### src/rtl/bps_pkg.sv
package bps_pkg;

    localparam int BYTE_W = 8;

    localparam logic [BYTE_W-1:0] CODE_SETUP  = 8'h40;
    localparam logic [BYTE_W-1:0] CODE_VERIFY = 8'hC0;
    localparam logic [BYTE_W-1:0] CODE_READ   = 8'h00;
    localparam logic [BYTE_W-1:0] BLANK_BYTE  = 8'hFF;

    typedef enum logic [3:0] {
        ST_IDLE,
        ST_FETCH,
        ST_SETUP,
        ST_PROG,
        ST_PWAIT,
        ST_VCMD,
        ST_VWAIT,
        ST_READ,
        ST_NEXT,
        ST_CLOSE,
        ST_END
    } seq_state_e;

endpackage

### src/rtl/bps_wait_timer.sv
module bps_wait_timer #(
    parameter int TW = 8
) (
    input  logic          clk,
    input  logic          rst_n,
    input  logic          load,
    input  logic [TW-1:0] load_val,
    output logic          zero
);
    logic [TW-1:0] cnt_d, cnt_q;

    always_comb begin
        cnt_d = cnt_q;
        if (load) begin
            cnt_d = load_val;
        end else if (cnt_q != '0) begin
            cnt_d = cnt_q - 1'b1;
        end
    end

    always_ff @(posedge clk or negedge rst_n) begin
        if (!rst_n) cnt_q <= '0;
        else        cnt_q <= cnt_d;
    end

    assign zero = (cnt_q == '0);
endmodule

### src/rtl/bps_pulse_budget.sv
module bps_pulse_budget #(
    parameter int MAX_PULSES = 25
) (
    input  logic clk,
    input  logic rst_n,
    input  logic clear,
    input  logic bump,
    output logic last
);
    localparam int BW = $clog2(MAX_PULSES + 1);
    localparam logic [BW-1:0] LAST_VAL = BW'(MAX_PULSES - 1);

    logic [BW-1:0] cnt_d, cnt_q;

    always_comb begin
        cnt_d = cnt_q;
        if (clear)     cnt_d = '0;
        else if (bump) cnt_d = cnt_q + 1'b1;
    end

    always_ff @(posedge clk or negedge rst_n) begin
        if (!rst_n) cnt_q <= '0;
        else        cnt_q <= cnt_d;
    end

    // high while the attempt now under way is the final one allowed
    assign last = (cnt_q == LAST_VAL);
endmodule

### src/rtl/bps_top.sv
module bps_top
    import bps_pkg::*;
#(
    parameter int AW         = 18,
    parameter int LW         = 18,
    parameter int PULSE_CYC  = 2000,
    parameter int VERIFY_CYC = 1200,
    parameter int MAX_PULSES = 25
) (
    input  logic              clk,
    input  logic              rst_n,
    input  logic              start,
    input  logic [AW-1:0]     start_addr,
    input  logic [LW-1:0]     length,
    output logic              src_req,
    input  logic              src_valid,
    input  logic [BYTE_W-1:0] src_data,
    output logic              dev_we,
    output logic              dev_re,
    output logic [AW-1:0]     dev_addr,
    output logic [BYTE_W-1:0] dev_wdata,
    input  logic [BYTE_W-1:0] dev_rdata,
    output logic              vpp_en,
    output logic              busy,
    output logic              done,
    output logic              err,
    output logic [AW-1:0]     err_addr
);
    localparam int LONGEST = (PULSE_CYC > VERIFY_CYC) ? PULSE_CYC : VERIFY_CYC;
    localparam int TW      = $clog2(LONGEST + 1);
    localparam logic [TW-1:0] PULSE_LOAD  = TW'(PULSE_CYC - 1);
    localparam logic [TW-1:0] VERIFY_LOAD = TW'(VERIFY_CYC - 1);

    typedef struct packed {
        seq_state_e        st;
        logic [AW-1:0]     addr;
        logic [LW-1:0]     left;
        logic [BYTE_W-1:0] data;
        logic              err;
        logic [AW-1:0]     err_addr;
    } seq_regs_t;

    seq_regs_t q, d;

    logic          tmr_load;
    logic [TW-1:0] tmr_val;
    logic          tmr_zero;
    logic          bud_clear;
    logic          bud_bump;
    logic          bud_last;

    bps_wait_timer #(.TW(TW)) u_timer (
        .clk      (clk),
        .rst_n    (rst_n),
        .load     (tmr_load),
        .load_val (tmr_val),
        .zero     (tmr_zero)
    );

    bps_pulse_budget #(.MAX_PULSES(MAX_PULSES)) u_budget (
        .clk   (clk),
        .rst_n (rst_n),
        .clear (bud_clear),
        .bump  (bud_bump),
        .last  (bud_last)
    );

    always_comb begin
        d         = q;
        src_req   = 1'b0;
        dev_we    = 1'b0;
        dev_re    = 1'b0;
        dev_wdata = CODE_READ;
        tmr_load  = 1'b0;
        tmr_val   = PULSE_LOAD;
        bud_clear = 1'b0;
        bud_bump  = 1'b0;
        done      = 1'b0;

        unique case (q.st)
            ST_IDLE: begin
                if (start) begin
                    d.addr = start_addr;
                    d.left = length;
                    d.err  = 1'b0;
                    d.st   = (length == '0) ? ST_CLOSE : ST_FETCH;
                end
            end
            ST_FETCH: begin
                src_req = 1'b1;
                if (src_valid) begin
                    d.data    = src_data;
                    bud_clear = 1'b1;
                    d.st      = (src_data == BLANK_BYTE) ? ST_NEXT : ST_SETUP;
                end
            end
            ST_SETUP: begin
                dev_we    = 1'b1;
                dev_wdata = CODE_SETUP;
                d.st      = ST_PROG;
            end
            ST_PROG: begin
                dev_we    = 1'b1;
                dev_wdata = q.data;
                tmr_load  = 1'b1;
                tmr_val   = PULSE_LOAD;
                d.st      = ST_PWAIT;
            end
            ST_PWAIT: begin
                if (tmr_zero) d.st = ST_VCMD;
            end
            ST_VCMD: begin
                dev_we    = 1'b1;
                dev_wdata = CODE_VERIFY;
                tmr_load  = 1'b1;
                tmr_val   = VERIFY_LOAD;
                d.st      = ST_VWAIT;
            end
            ST_VWAIT: begin
                if (tmr_zero) d.st = ST_READ;
            end
            ST_READ: begin
                dev_re   = 1'b1;
                bud_bump = 1'b1;
                if (dev_rdata == q.data) begin
                    d.st = ST_NEXT;
                end else if (bud_last) begin
                    d.err      = 1'b1;
                    d.err_addr = q.addr;
                    d.st       = ST_CLOSE;
                end else begin
                    d.st = ST_SETUP;
                end
            end
            ST_NEXT: begin
                d.addr = q.addr + 1'b1;
                d.left = q.left - 1'b1;
                d.st   = (q.left == LW'(1)) ? ST_CLOSE : ST_FETCH;
            end
            ST_CLOSE: begin
                dev_we    = 1'b1;
                dev_wdata = CODE_READ;
                d.st      = ST_END;
            end
            ST_END: begin
                done = 1'b1;
                d.st = ST_IDLE;
            end
            default: d.st = ST_IDLE;
        endcase
    end

    always_ff @(posedge clk or negedge rst_n) begin
        if (!rst_n) begin
            q.st       <= ST_IDLE;
            q.addr     <= '0;
            q.left     <= '0;
            q.data     <= '0;
            q.err      <= 1'b0;
            q.err_addr <= '0;
        end else begin
            q <= d;
        end
    end

    assign dev_addr = q.addr;
    assign vpp_en   = (q.st != ST_IDLE) && (q.st != ST_END);
    assign busy     = vpp_en;
    assign err      = q.err;
    assign err_addr = q.err_addr;
endmodule

### config.mk
export PLATFORM = sky130hd
export DESIGN_NAME = bps_top
export DESIGN_NICKNAME = d
export VERILOG_FILES = /design/src/rtl/bps_pkg.sv /design/src/rtl/bps_wait_timer.sv /design/src/rtl/bps_pulse_budget.sv /design/src/rtl/bps_top.sv
export SDC_FILE = /design/constraint.sdc
export NUM_CORES = 1
export LEC_CHECK = 0
export ABC_AREA = 1
export BUFFER_PORTS_ARGS = -buffer_cell sky130_fd_sc_hd__buf_4
export CAP_MARGIN = 40
export CORE_ASPECT_RATIO = 1.25
export CORE_MARGIN = 8
export CORE_UTILIZATION = 50
export CTS_BUF_LIST = sky130_fd_sc_hd__clkbuf_16
export CTS_CLUSTER_DIAMETER = 40
export DETAILED_ROUTE_END_ITERATION = 8
export PLACE_DENSITY = 0.77
export SKIP_LAST_GASP = 1
export SYNTH_ARGS = -nofsm -noshare
export SYNTH_HDL_FRONTEND = slang
export SYNTH_SLANG_ARGS = --single-unit
### constraint.sdc
create_clock -name clk -period 1.7 [get_ports clk]
set_clock_uncertainty 0.2 [all_clocks]
set_input_delay 0.17 -clock clk [delete_from_list [all_inputs] [get_ports clk]]
set_output_delay 0.17 -clock clk [all_outputs]
set_load 0.1 [all_outputs]
---- Yosys cells after proc, flatten, opt, wreduce, memory -nomap -nowiden ----
Index checks and enable logic that the tools add are counted.
cells by class
  muxes and demuxes ....................... 28
  bitwise logic cells ..................... 1
  $add $sub $neg .......................... 4
  eq/ne operators ......................... 21
  reductions and logical operators ........ 17
operators by type and width
  kind                                                  number
  one-hot mux 36 bit (2 select lines)                   1
  two-way mux 40 bit                                    1
  one-hot mux 4 bit (10 select lines)                   1
  two-way mux 19 bit                                    2
  two-way mux 4 bit                                     8
  one-hot mux 8 bit (3 select lines)                    1
  two-way mux 11 bit                                    2
  adder 18 x 1 -> 18 bit, second input constant         1
  equality test 18 x 1 -> 1 bit, second input constant  1
  zero test 18 bit                                      1
  subtractor 18 x 1 -> 18 bit, second input constant    1
  equality test 4 x 3 -> 1 bit, second input constant   4
  equality test 4 bit, second input constant            3
  inequality test 2 bit, second input constant          6
  zero test 11 bit                                      1
  nonzero test 11 bit                                   1
  subtractor 11 x 1 -> 11 bit, second input constant    1
  two-way mux 10 bit                                    1
  two-way mux 5 bit                                     2
  equality test 4 x 2 -> 1 bit, second input constant   2
  equality test 8 bit                                   1
  equality test 8 bit, second input constant            1
  two-way mux 1 bit                                     8
  AND reduction 4 bit                                   2
  14 further kinds                                      18
storage, ports and cells
  bits in registers ....................... 83
  word-level logic and storage cells ...... 79
  input bits .............................. 56
  output and inout bits ................... 51

---- Depth between registers and ports, before layout ----
Gate-level depths: netlist of the first run.
  depth after elaboration ................. 4
  depth in mapped cells ................... 11
  gate-level depth less buffers ........... 11

---- Cells and area by module ----
A second synthesis of the first run with hierarchy kept.
unflattened totals
  cell total of the unflattened synthesis .. 748
  area total of the unflattened synthesis .. 5,536.6 um^2
by module, submodules not included
  module            times used  sequential area each (um^2)  area each (um^2)  cells each
  bps_top           1           1,676.6                      4,499.3           603
  bps_wait_timer    1           275.3                        754.5             109
  bps_pulse_budget  1           125.1                        282.8             36

---- Least setup slack after synthesis of the first run ----
OpenSTA, ideal clock, no wires.
  path kind ............................... register to output
  start ................................... register q[65] (netlist name)
  end ..................................... output port vpp_en
  required time ........................... 1.330 ns
  buffers on the path ..................... 1
  path slack .............................. -2.017 ns
  arrival ................................. 3.347 ns
  stages on the path, launching flop included .. 6
  cells stage by stage .................... dfrtp_1 -> inv_1 -> nand2_2 -> nor2_1 -> nor2_1 -> buf_4
on the way
  cells in the longest elaborated chain, start to end .. 2
  elaborated cells on any way between the ends .. 3
  those cells by class .................... eq/ne: 1; reduce/logical: 2
ends and longest elaborated chain
  what                                                                line            text
  from (decl)                                                         bps_top.sv:43   seq_regs_t q, d;
  inequality test 4 bit / nonzero test 4 bit (equally long branches)  bps_top.sv:167  assign vpp_en = (q.st != ST_IDLE) && (q.st != ST_END);
  logical AND 1 bit *                                                 bps_top.sv:167
  to (decl)                                                           bps_top.sv:23   output logic vpp_en,
Mark *: on every way between the ends. The rest lies on a longest branch, timed or not.

---- Worst setup path after layout of the first run ----
  start ................................... register q[66] (netlist name)
  end ..................................... output port dev_we
on the way
  cells in the longest elaborated chain, start to end .. 3
  elaborated cells on any way between the ends .. 6
  those cells by class .................... eq/ne: 4; mux: 1; reduce/logical: 1
ends and longest elaborated chain
  what                                         line           text
  equality test 4 bit (tied with other cells)  bps_top.sv:80  unique case (q.st)
  OR reduction 4 bit (no source line) *        -
  two-way mux 1 bit *                          bps_top.sv:80
  to (decl)                                    bps_top.sv:18  output logic dev_we,
Marks and branches as above.

==> results.py, run 1 <==
metrics = {
    "detailed_routing": {
        "viasPerCell": 5.75,
        "route.antenna.remaining_nets": 0,
        "first_pass_iters": 6,
        "vias": 6187,
        "drc": 0,
        "routed_wire_length_per_instance_um": 19.7,
        "drt_iter0_drc": 526,
        "wirelength_um": 21200,
    },
    "worst_setup_path": {
        "arrival_ns": 1.66,
        "r2r_start": "q[66]",
        "timing.critical_path.buf_inv": 2,
        "crit_fanout": 4,
        "start_kind": "flop",
        "crit_start": "q[66]",
        "worstSetupPathType": "reg -> out",
        "critPathTopFamily": "simple AND/OR/NAND/NOR gates",
        "reg2reg_setup_slack_ns": -0.33,
        "end_kind": "primary output",
        "cp.required_ns": 1.33,
        "path_cells": "buf_4 -> nand2_4 -> nor2_1 -> nor2_2 -> nand2_4 -> buf_12",
        "cpPeakStageDelay_ns": 0.43,
        "worst_path_max_delay_cell": "dfrtp_1",
        "worst_path_most_repeated_cell": "nand2_4",
    },
    "status": {
        "violations": "negative setup slack",
        "outcome": "finished with violations",
    },
    "floorplan": {
        "ioPinCount": 107,
        "die_h_um": 130,
        "start_util": 0.515,
        "rows": 41,
        "core_area_mm2": 0.0102,
        "die_area_mm2": 0.0140,
        "die_w_um": 108,
    },
    "pwr": {
        "p_total_mw": 4.71,
        "p_sw_mw": 1.19,
        "internal_power_mw": 3.52,
        "seqPwrFrac": 0.432,
        "clkPwrFrac": 0.457,
        "netSwitchingFraction": 0.253,
        "power_density_mw_per_mm2": 565,
        "combPwrFrac": 0.110,
        "ir_worst_vdd_mv": 0.515,
        "p_leak_nw": 4.02,
    },
    "timing": {
        "finalHoldViolCount": 0,
        "finalCriticalPeriod_ns": 2.03,
        "holdWs_ns": 0.0595,
        "rsz0062_at_grt": "yes",
        "max_freq_ghz": 0.492,
        "drv_slew": 0,
        "tightestPinTransition_ns": 0.463,
        "setup_viol": 78,
        "fin_ws_ns": -0.333,
        "slew_headroom": 0.691,
        "fin_crit_sh": 1.20,
    },
    "grt": {
        "grtUsageTotal": 0.267,
        "grt_max_degree": 36,
        "antenna_found_initial": 0,
        "grt_pass1_vias": 6060,
        "grt_pass1_wl_um": 29700,
        "overflow": 0,
    },
    "clocking": {
        "cts_buffers": 9,
        "cts_max_path_buffers": 2,
        "cts_tree": "done",
        "cts_root_buf": "clkbuf_16",
        "clk_latency_ns": 0.35,
        "clkTransAtPathRegs_ns": 0.06,
        "htree_levels": 3,
        "cts_num_sinks": 83,
    },
    "synth": {
        "syn_area_mm2": 0.00523,
        "synthDistinctLibCells": 40,
        "syn_avg_cell_area_um2": 7.16,
        "ys_warn_count": 0,
        "ys_seq_area_frac": 0.397,
        "synth-main-ff-cell": "dfrtp_1",
        "synthCells": 731,
        "synth_nets": 794,
        "synth-edff-count": 0,
        "synth-seq-cells": 83,
        "synthArstFlopShare": 1.00,
    },
    "layout": {
        "regArea_mm2": 0.00208,
        "syn_to_final_growth_pct": 59.3,
        "multi_input_area_mm2": 0.00304,
        "n_antenna_cell": 0,
        "post-route-util": 0.821,
        "final_area_mm2": 0.00834,
        "drive_above_1_share": 0.374,
        "nets": 1005,
        "fillers": 549,
    },
    "worst_hold_path": {
        "hold_class": "in -> reg",
        "min_from": "length[16]",
    },
    "placement": {
        "preCtsSetupSlack_ns": -0.101,
        "postPlaceCellArea_mm2": 0.00635,
        "routabilityCongestion": 0.890,
        "numPortBuffers": 106,
        "dpl.hpwl_um": 10700,
    },
    "job": {
        "drv_cap": 0,
    },
}
-- tightest hold or removal path, cell delays in order --
cell	delay [ns]
buf_4	0.11
inv_1	0.07
o21ai_1	0.08
nand2_1	0.07
nand2_1	0.06
-- power by group through the flow --
stage	logic [mW]	registers, mW	clock network (mW)
after global placement	0.386	2.06	0
after global routing	0.552	2.03	2.26
after CTS	0.481	2.03	2.13
final	0.520	2.03	2.15
after floorplan	0.194	2.06	0
after detailed placement	0.393	2.06	0
-- logic make-up (layout without fill, tap and decap cells) --
logic type,Yosys count,after routing,share of synthesized area
simple gates,382,389,0.314
buf+inv,145,354,0.142
compound gates,103,103,0.112
flops,83,83,0.397
xor+xnor,11,11,0.0184
fa+ha+maj,7,7,0.0167
-- Yosys cell counts (2+ instances only) --
master / count / share of area
buf_6: 6 / 0.013
nand4_1: 4 / 0.0048
inv_1: 84 / 0.060
nor3_1: 12 / 0.011
o221ai_1: 3 / 0.0050
a21oi_1: 23 / 0.022
nor2_1: 85 / 0.061
o21ai_1: 21 / 0.020
nor2_4: 2 / 0.0043
nor2_2: 5 / 0.0060
buf_4: 40 / 0.057
nand3_1: 43 / 0.041
o22ai_1: 5 / 0.0060
ha_1: 7 / 0.017
inv_2: 9 / 0.0065
o211ai_1: 4 / 0.0057
nand2_2: 3 / 0.0036
xor2_1: 8 / 0.013
o21ai_0: 36 / 0.034
nand2_4: 3 / 0.0065
nand3b_1: 2 / 0.0029
dfrtp_1: 83 / 0.40
buf_2: 5 / 0.0048
o31ai_1: 2 / 0.0029
nor2_8: 3 / 0.011
nand2_1: 217 / 0.16
xnor2_1: 3 / 0.0050
-- per-layer routing --
layer,global-route usage,wire length [um],vias up
li1,-,-,2716
met1,0.288,7380,2941
met2,0.472,10800,414
met3,0.0500,1750,116
met4,0.169,1190,0
met5,0,0,-
-- registers in the layout (all words and copies together), names as in the netlist --
name            flops
q                  30
dev_addr           18
err_addr           18
u_timer.cnt_q      11
u_budget.cnt_q      5
err                 1
-- cells in the final DEF, fill, tap and decap left out, drive strengths merged, types with 2 or more instances in the layout --
master / count
nand2: 229
buf: 199
nor2: 96
inv: 93
dfrtp: 83
o21ai: 57
dlygate4sd3: 44
nand3: 44
a21oi: 23
nor3: 13
clkbuf: 9
xor2: 8
ha: 7
o211ai: 5
o22ai: 5
nand4: 4
o221ai: 4
clkinvlp: 3
xnor2: 3
clkinv: 3
nand3b: 2
bufinv: 2
o31ai: 2
-- final cells by class --
type | count | area share
Multi-Input combinational cell | 510 | 0.365
Timing Repair Buffer | 244 | 0.282
Inverter | 93 | 0.0455
Tap cell | 129 | 0.0194
Sequential cell | 83 | 0.250
Clock buffer | 9 | 0.0270
Clock inverter | 7 | 0.0113
Timing Repair inverter | 1 | 0.000750
-- metrics by stage --
step / TNS [ns] / instances
global route: -18.80 / 1076
detailed placement: -0.845 / 963
floorplan: -1.40 / 731
global placement: -0.123 / 963
CTS: -7.68 / 1058
finish: -14.46 / 1076
-- what timing repair did --
action / 4_1_cts / 5_1_grt
cloned: 12 / 0
hold endpoints to repair: 126 / 0
setup buffers: 23 / 19
gates resized for setup: 106 / 93
hold buffers: 44 / 0
endpoints found under the setup margin: 47 / 95
pin swaps: 17 / 27
-- path summary, 6_finish.rpt --
kind                               endpoint  cells past startpoint
max                                  dev_we                      6
min                                   q[43]                      5
max reg2reg                           q[44]                     11
min reg2reg                             err                      2
max in group asynchronous  u_timer.cnt_q[7]                      3
min in group asynchronous      dev_addr[11]                      2
Note: power is estimated with default switching activity, not from simulation.
==> run 2: changes to the inputs <==
--- a/config.mk
+++ b/config.mk
@@ -5,16 +5,15 @@
 export SDC_FILE = /design/constraint.sdc
 export NUM_CORES = 1
 export LEC_CHECK = 0
-export ABC_AREA = 1
 export BUFFER_PORTS_ARGS = -buffer_cell sky130_fd_sc_hd__buf_4
 export CAP_MARGIN = 40
 export CORE_ASPECT_RATIO = 1.25
 export CORE_MARGIN = 8
-export CORE_UTILIZATION = 50
+export CORE_UTILIZATION = 49
 export CTS_BUF_LIST = sky130_fd_sc_hd__clkbuf_16
 export CTS_CLUSTER_DIAMETER = 40
 export DETAILED_ROUTE_END_ITERATION = 8
-export PLACE_DENSITY = 0.77
+export PLACE_DENSITY = 0.76
 export SKIP_LAST_GASP = 1
 export SYNTH_ARGS = -nofsm -noshare
 export SYNTH_HDL_FRONTEND = slang
==> results.py, run 2 <==
metrics = {
    "status": {
        "outcome": "stopped before the end",
        "lastStage": "global routing",
        "tool.error": "[ERROR GRT-0232] Routing congestion too high. Check the congestion heatmap in the GUI.",
    },
    "floorplan": {
        "die_h_um": 126,
        "ioPinCount": 107,
        "start_util": 0.498,
        "rows": 40,
        "die_w_um": 104,
    },
    "grt": {
        "grt_max_degree": 32,
        "antenna_found_initial": 6,
        "overflow": 468,
        "grtUsageTotal": 0.794,
    },
    "clocking": {
        "htree_levels": 3,
        "cts_num_sinks": 83,
        "cts_root_buf": "clkbuf_16",
        "cts_buffers": 9,
        "cts_max_path_buffers": 2,
    },
    "synth": {
        "synth-seq-cells": 83,
        "synth_common_cells": "dfrtp_1 (83), nand2_1 (53), nor2_1 (47)",
        "ys_seq_area_frac": 0.436,
        "synthCells": 511,
        "synth-main-ff-cell": "dfrtp_1",
        "ys_warn_count": 0,
        "synthDistinctLibCells": 56,
        "synth-edff-count": 0,
        "syn_area_mm2": 0.00476,
        "synthArstFlopShare": 1.00,
        "synth_nets": 574,
        "yosys.cell_count.top_type": "dfrtp_1",
        "synth_top_area_share": 0.436,
        "yosys.area.top_type": "dfrtp_1",
        "ys_top_cells_by_area": "dfrtp_1 (44%), buf_4 (5.8%), mux2_2 (5.0%)",
        "syn_avg_cell_area_um2": 9.32,
    },
    "timing": {
        "worst_endpoint": "u_timer.cnt_q[3]$_DFFE_PN0P_/D",
        "worst_endpoint_kind": "register data pin",
    },
    "placement": {
        "routabilityCongestion": 0.879,
        "numPortBuffers": 106,
        "dpl.hpwl_um": 10800,
    },
}
## run 2: stage by stage
| stage | cell area [um^2] | worst slack, ns | setup TNS (ns) | instances | hold slack (ns) |
|---|---|---|---|---|---|
| 2_1_floorplan | 5050 | -0.515 | -17.57 | 511 | -0.326 |
| 3_3_place_gp | 6530 | -0.457 | -21.74 | 803 | -0.0832 |
| 3_5_place_dp | 6540 | -0.452 | -25.60 | 804 | -0.0802 |
| 4_1_cts | 8530 | -0.457 | -25.58 | 910 | 0.00107 |
## run 2: what timing repair did
item                                    in CTS
endpoints found under the setup margin      95
endpoints found under the hold margin      127
pin swaps                                   62
gates resized for setup                    193
cloned                                       9
hold buffers                                45
setup buffers                               41
## run 2: cell families after synthesis
kind of cell    after synthesis  synth area share
buf+inv                      75            0.0917
simple gates                199             0.212
flops                        83             0.436
mux                          22            0.0518
xor+xnor                     22            0.0405
compound gates              103             0.150
fa+ha+maj                     7            0.0184
## run 2: layer usage
metal,GRT overflow,track usage
met1,2,0.739
met2,336,1.02
met3,2,0.601
met4,128,0.906
met5,0,0.154
==> run 3: changes to the inputs <==
--- a/config.mk
+++ b/config.mk
@@ -7,13 +7,10 @@
 export LEC_CHECK = 0
 export BUFFER_PORTS_ARGS = -buffer_cell sky130_fd_sc_hd__buf_4
 export CAP_MARGIN = 40
-export CORE_ASPECT_RATIO = 1.25
 export CORE_MARGIN = 8
-export CORE_UTILIZATION = 49
-export CTS_BUF_LIST = sky130_fd_sc_hd__clkbuf_16
-export CTS_CLUSTER_DIAMETER = 40
+export CORE_UTILIZATION = 40
 export DETAILED_ROUTE_END_ITERATION = 8
-export PLACE_DENSITY = 0.76
+export PLACE_DENSITY_LB_ADDON = 0.15
 export SKIP_LAST_GASP = 1
 export SYNTH_ARGS = -nofsm -noshare
 export SYNTH_HDL_FRONTEND = slang
==> constraint.sdc (replaced) <==
create_clock -name clk -period 2.2 [get_ports clk]
set_clock_uncertainty 0.2 [all_clocks]
set_input_delay 0.22 -clock clk [delete_from_list [all_inputs] [get_ports clk]]
set_output_delay 0.22 -clock clk [all_outputs]
set_load 0.1 [all_outputs]
==> results.py, run 3 <==
metrics = {
    "layout": {
        "stdcell_count": 801,
        "drive_above_1_share": 0.329,
        "largest_reg_flops": 30,
        "layout_commonest_cell": "buf_4",
        "layout_common_cells": "buf_4 (128), dfrtp_1 (83), nand2_1 (52)",
        "syn_to_final_growth_pct": 38.0,
        "nets": 712,
        "final_area_mm2": 0.00657,
        "regMostFlops": "q",
        "post-route-util": 0.556,
        "n_antenna_cell": 0,
    },
    "status": {
        "outcome": "finished with violations",
        "violations": "negative setup slack",
    },
    "grt": {
        "antenna_found_initial": 0,
        "overflow": 0,
        "grtUsageTotal": 0.171,
        "grt_max_degree": 38,
        "grt_pass1_wl_um": 22000,
        "grt_pass1_vias": 4321,
    },
    "synth": {
        "ys_seq_area_frac": 0.436,
        "synth_common_cells": "dfrtp_1 (83), nand2_1 (53), nor2_1 (47)",
        "synth_top_area_share": 0.436,
        "syn_area_mm2": 0.00476,
        "synthCells": 511,
        "yosys.cell_count.top_type": "dfrtp_1",
        "synthArstFlopShare": 1.00,
        "synth_nets": 574,
        "ys_warn_count": 0,
        "syn_avg_cell_area_um2": 9.32,
        "synthDistinctLibCells": 56,
        "synth-edff-count": 0,
        "synth-seq-cells": 83,
        "synth-main-ff-cell": "dfrtp_1",
        "yosys.area.top_type": "dfrtp_1",
        "ys_top_cells_by_area": "dfrtp_1 (44%), buf_4 (5.8%), mux2_2 (5.0%)",
    },
    "timing": {
        "finalHoldViolCount": 0,
        "fin_crit_sh": 1.02,
        "max_freq_ghz": 0.447,
        "finalSetupTns_ns": -0.0435,
        "finalCriticalPeriod_ns": 2.24,
        "setup_viol": 2,
        "slew_headroom": 0.627,
        "fin_ws_ns": -0.0359,
        "rsz0062_at_grt": "yes",
        "drv_slew": 0,
        "tightestPinTransition_ns": 0.558,
    },
    "floorplan": {
        "start_util": 0.403,
        "die_h_um": 125,
        "ioPinCount": 107,
        "core_area_mm2": 0.0118,
        "die_w_um": 125,
        "rows": 40,
        "die_area_mm2": 0.0156,
    },
    "placement": {
        "dp_cells": 738,
        "numPortBuffers": 106,
        "routabilityCongestion": 0.815,
        "dpl.hpwl_um": 9610,
        "postPlaceCellArea_mm2": 0.00569,
    },
    "clocking": {
        "cts_max_path_buffers": 2,
        "clkTransAtPathRegs_ns": 0.06,
        "cts_root_buf": "clkbuf_16",
        "cts_tree": "done",
        "cts_num_sinks": 83,
        "clk_latency_ns": 0.34,
        "htree_levels": 3,
        "cts_buffers": 9,
    },
    "worst_hold_path": {
        "hold_depth": 3,
        "hold_class": "in -> reg",
        "min_from": "length[0]",
        "hold_end": "q[27]",
    },
    "detailed_routing": {
        "drt_iter0_drc": 275,
        "first_pass_iters": 4,
        "routed_wire_length_per_instance_um": 16.8,
        "route.antenna.remaining_nets": 0,
        "wirelength_um": 13500,
        "drc": 0,
        "viasPerCell": 5.36,
        "vias": 4296,
    },
    "worst_setup_path": {
        "cp.required_ns": 1.78,
        "start_kind": "flop",
        "worstSetupPathType": "reg -> out",
        "arrival_ns": 1.82,
        "reg2reg_setup_slack_ns": -0.01,
        "end_kind": "primary output",
        "rr_worst_depth": 4,
        "r2r_start": "q[64]",
        "crit_fanout": 15,
        "rr_endpoint": "dev_addr[10]",
    },
    "pwr": {
        "power_density_mw_per_mm2": 1470,
        "p_total_mw": 9.65,
        "p_leak_nw": 2.92,
        "ir_worst_vdd_mv": 0.852,
    },
    "job": {
        "drv_cap": 0,
    },
}
## run 3: cell counts after synthesis
No cell type changed its count.
## run 3: metal layers
layer,part of all wire,vias to the layer above,GRT usage
met4,0.017,0,0.0552
met1,0.44,2077,0.213
met3,0.054,16,0.0472
met2,0.49,106,0.282
met5,0,-,0
li1,-,2097,-
## run 3: cell families after synthesis
group | count (synthesis) | share of synthesized area
and+or+nand+nor | 199 | 0.212
buffers and inverters | 75 | 0.0917
adders and majority gates | 7 | 0.0184
muxes | 22 | 0.0518
DFF | 83 | 0.436
xor gates and xnor gates | 22 | 0.0405
AOI/OAI and AO/OA | 103 | 0.150
## run 3: layout make-up
cell class	count	area, um^2
Timing Repair Buffer	187	1610
Tap cell	147	184
Clock buffer	10	239
Fill cell	1058	5240
Sequential cell	83	2080
Clock inverter	6	65.1
Inverter	15	56.3
Multi-Input combinational cell	353	2340
## run 3: stage by stage
step                      hold WS (ns)  worst slack, ns
after floorplan                 -0.276           -0.333
after global placement          0.0298           0.0454
after detailed placement        0.0268        -0.000277
after CTS                      0.00886          -0.0255
after global routing            0.0328           -0.102
final                          0.00822          -0.0359
## run 3: worst max path at each step
stage | start | endpoint | slack (ns) | cells past startpoint
floorplan | q[64] | q[63] | -0.33 | 4
global placement | u_timer.cnt_q[0] | u_timer.cnt_q[8] | 0.05 | 8
detailed placement | q[64] | dev_addr[10] | -0.0003 | 4
CTS | q[66] | dev_re | -0.03 | 4
global route | q[66] | dev_re | -0.10 | 4
finish | q[66] | dev_re | -0.04 | 4
## run 3: what timing repair did
action / CTS / global route
endpoints found under the hold margin: 78 / 0
resized for setup: 15 / 19
pin swaps: 0 / 5
endpoints found under the setup margin: 11 / 40
buffers inserted: 0 / 3
hold buffers: 44 / 0
## run 3: worst max-delay path: stages (launching register included)
cell      delay (ns)
dfrtp_1         0.41
buf_4           0.20
nand2b_2        0.24
nor2_2          0.33
buf_6           0.29
## run 3: report_power, final
group	internal, mW	switching [mW]	leakage, nW	total, mW
logic	1.61	3.72	1.74	5.33
registers	2.13	0.641	1.03	2.77
clock network	0.910	0.630	0.148	1.54
total	4.65	4.99	2.92	9.65
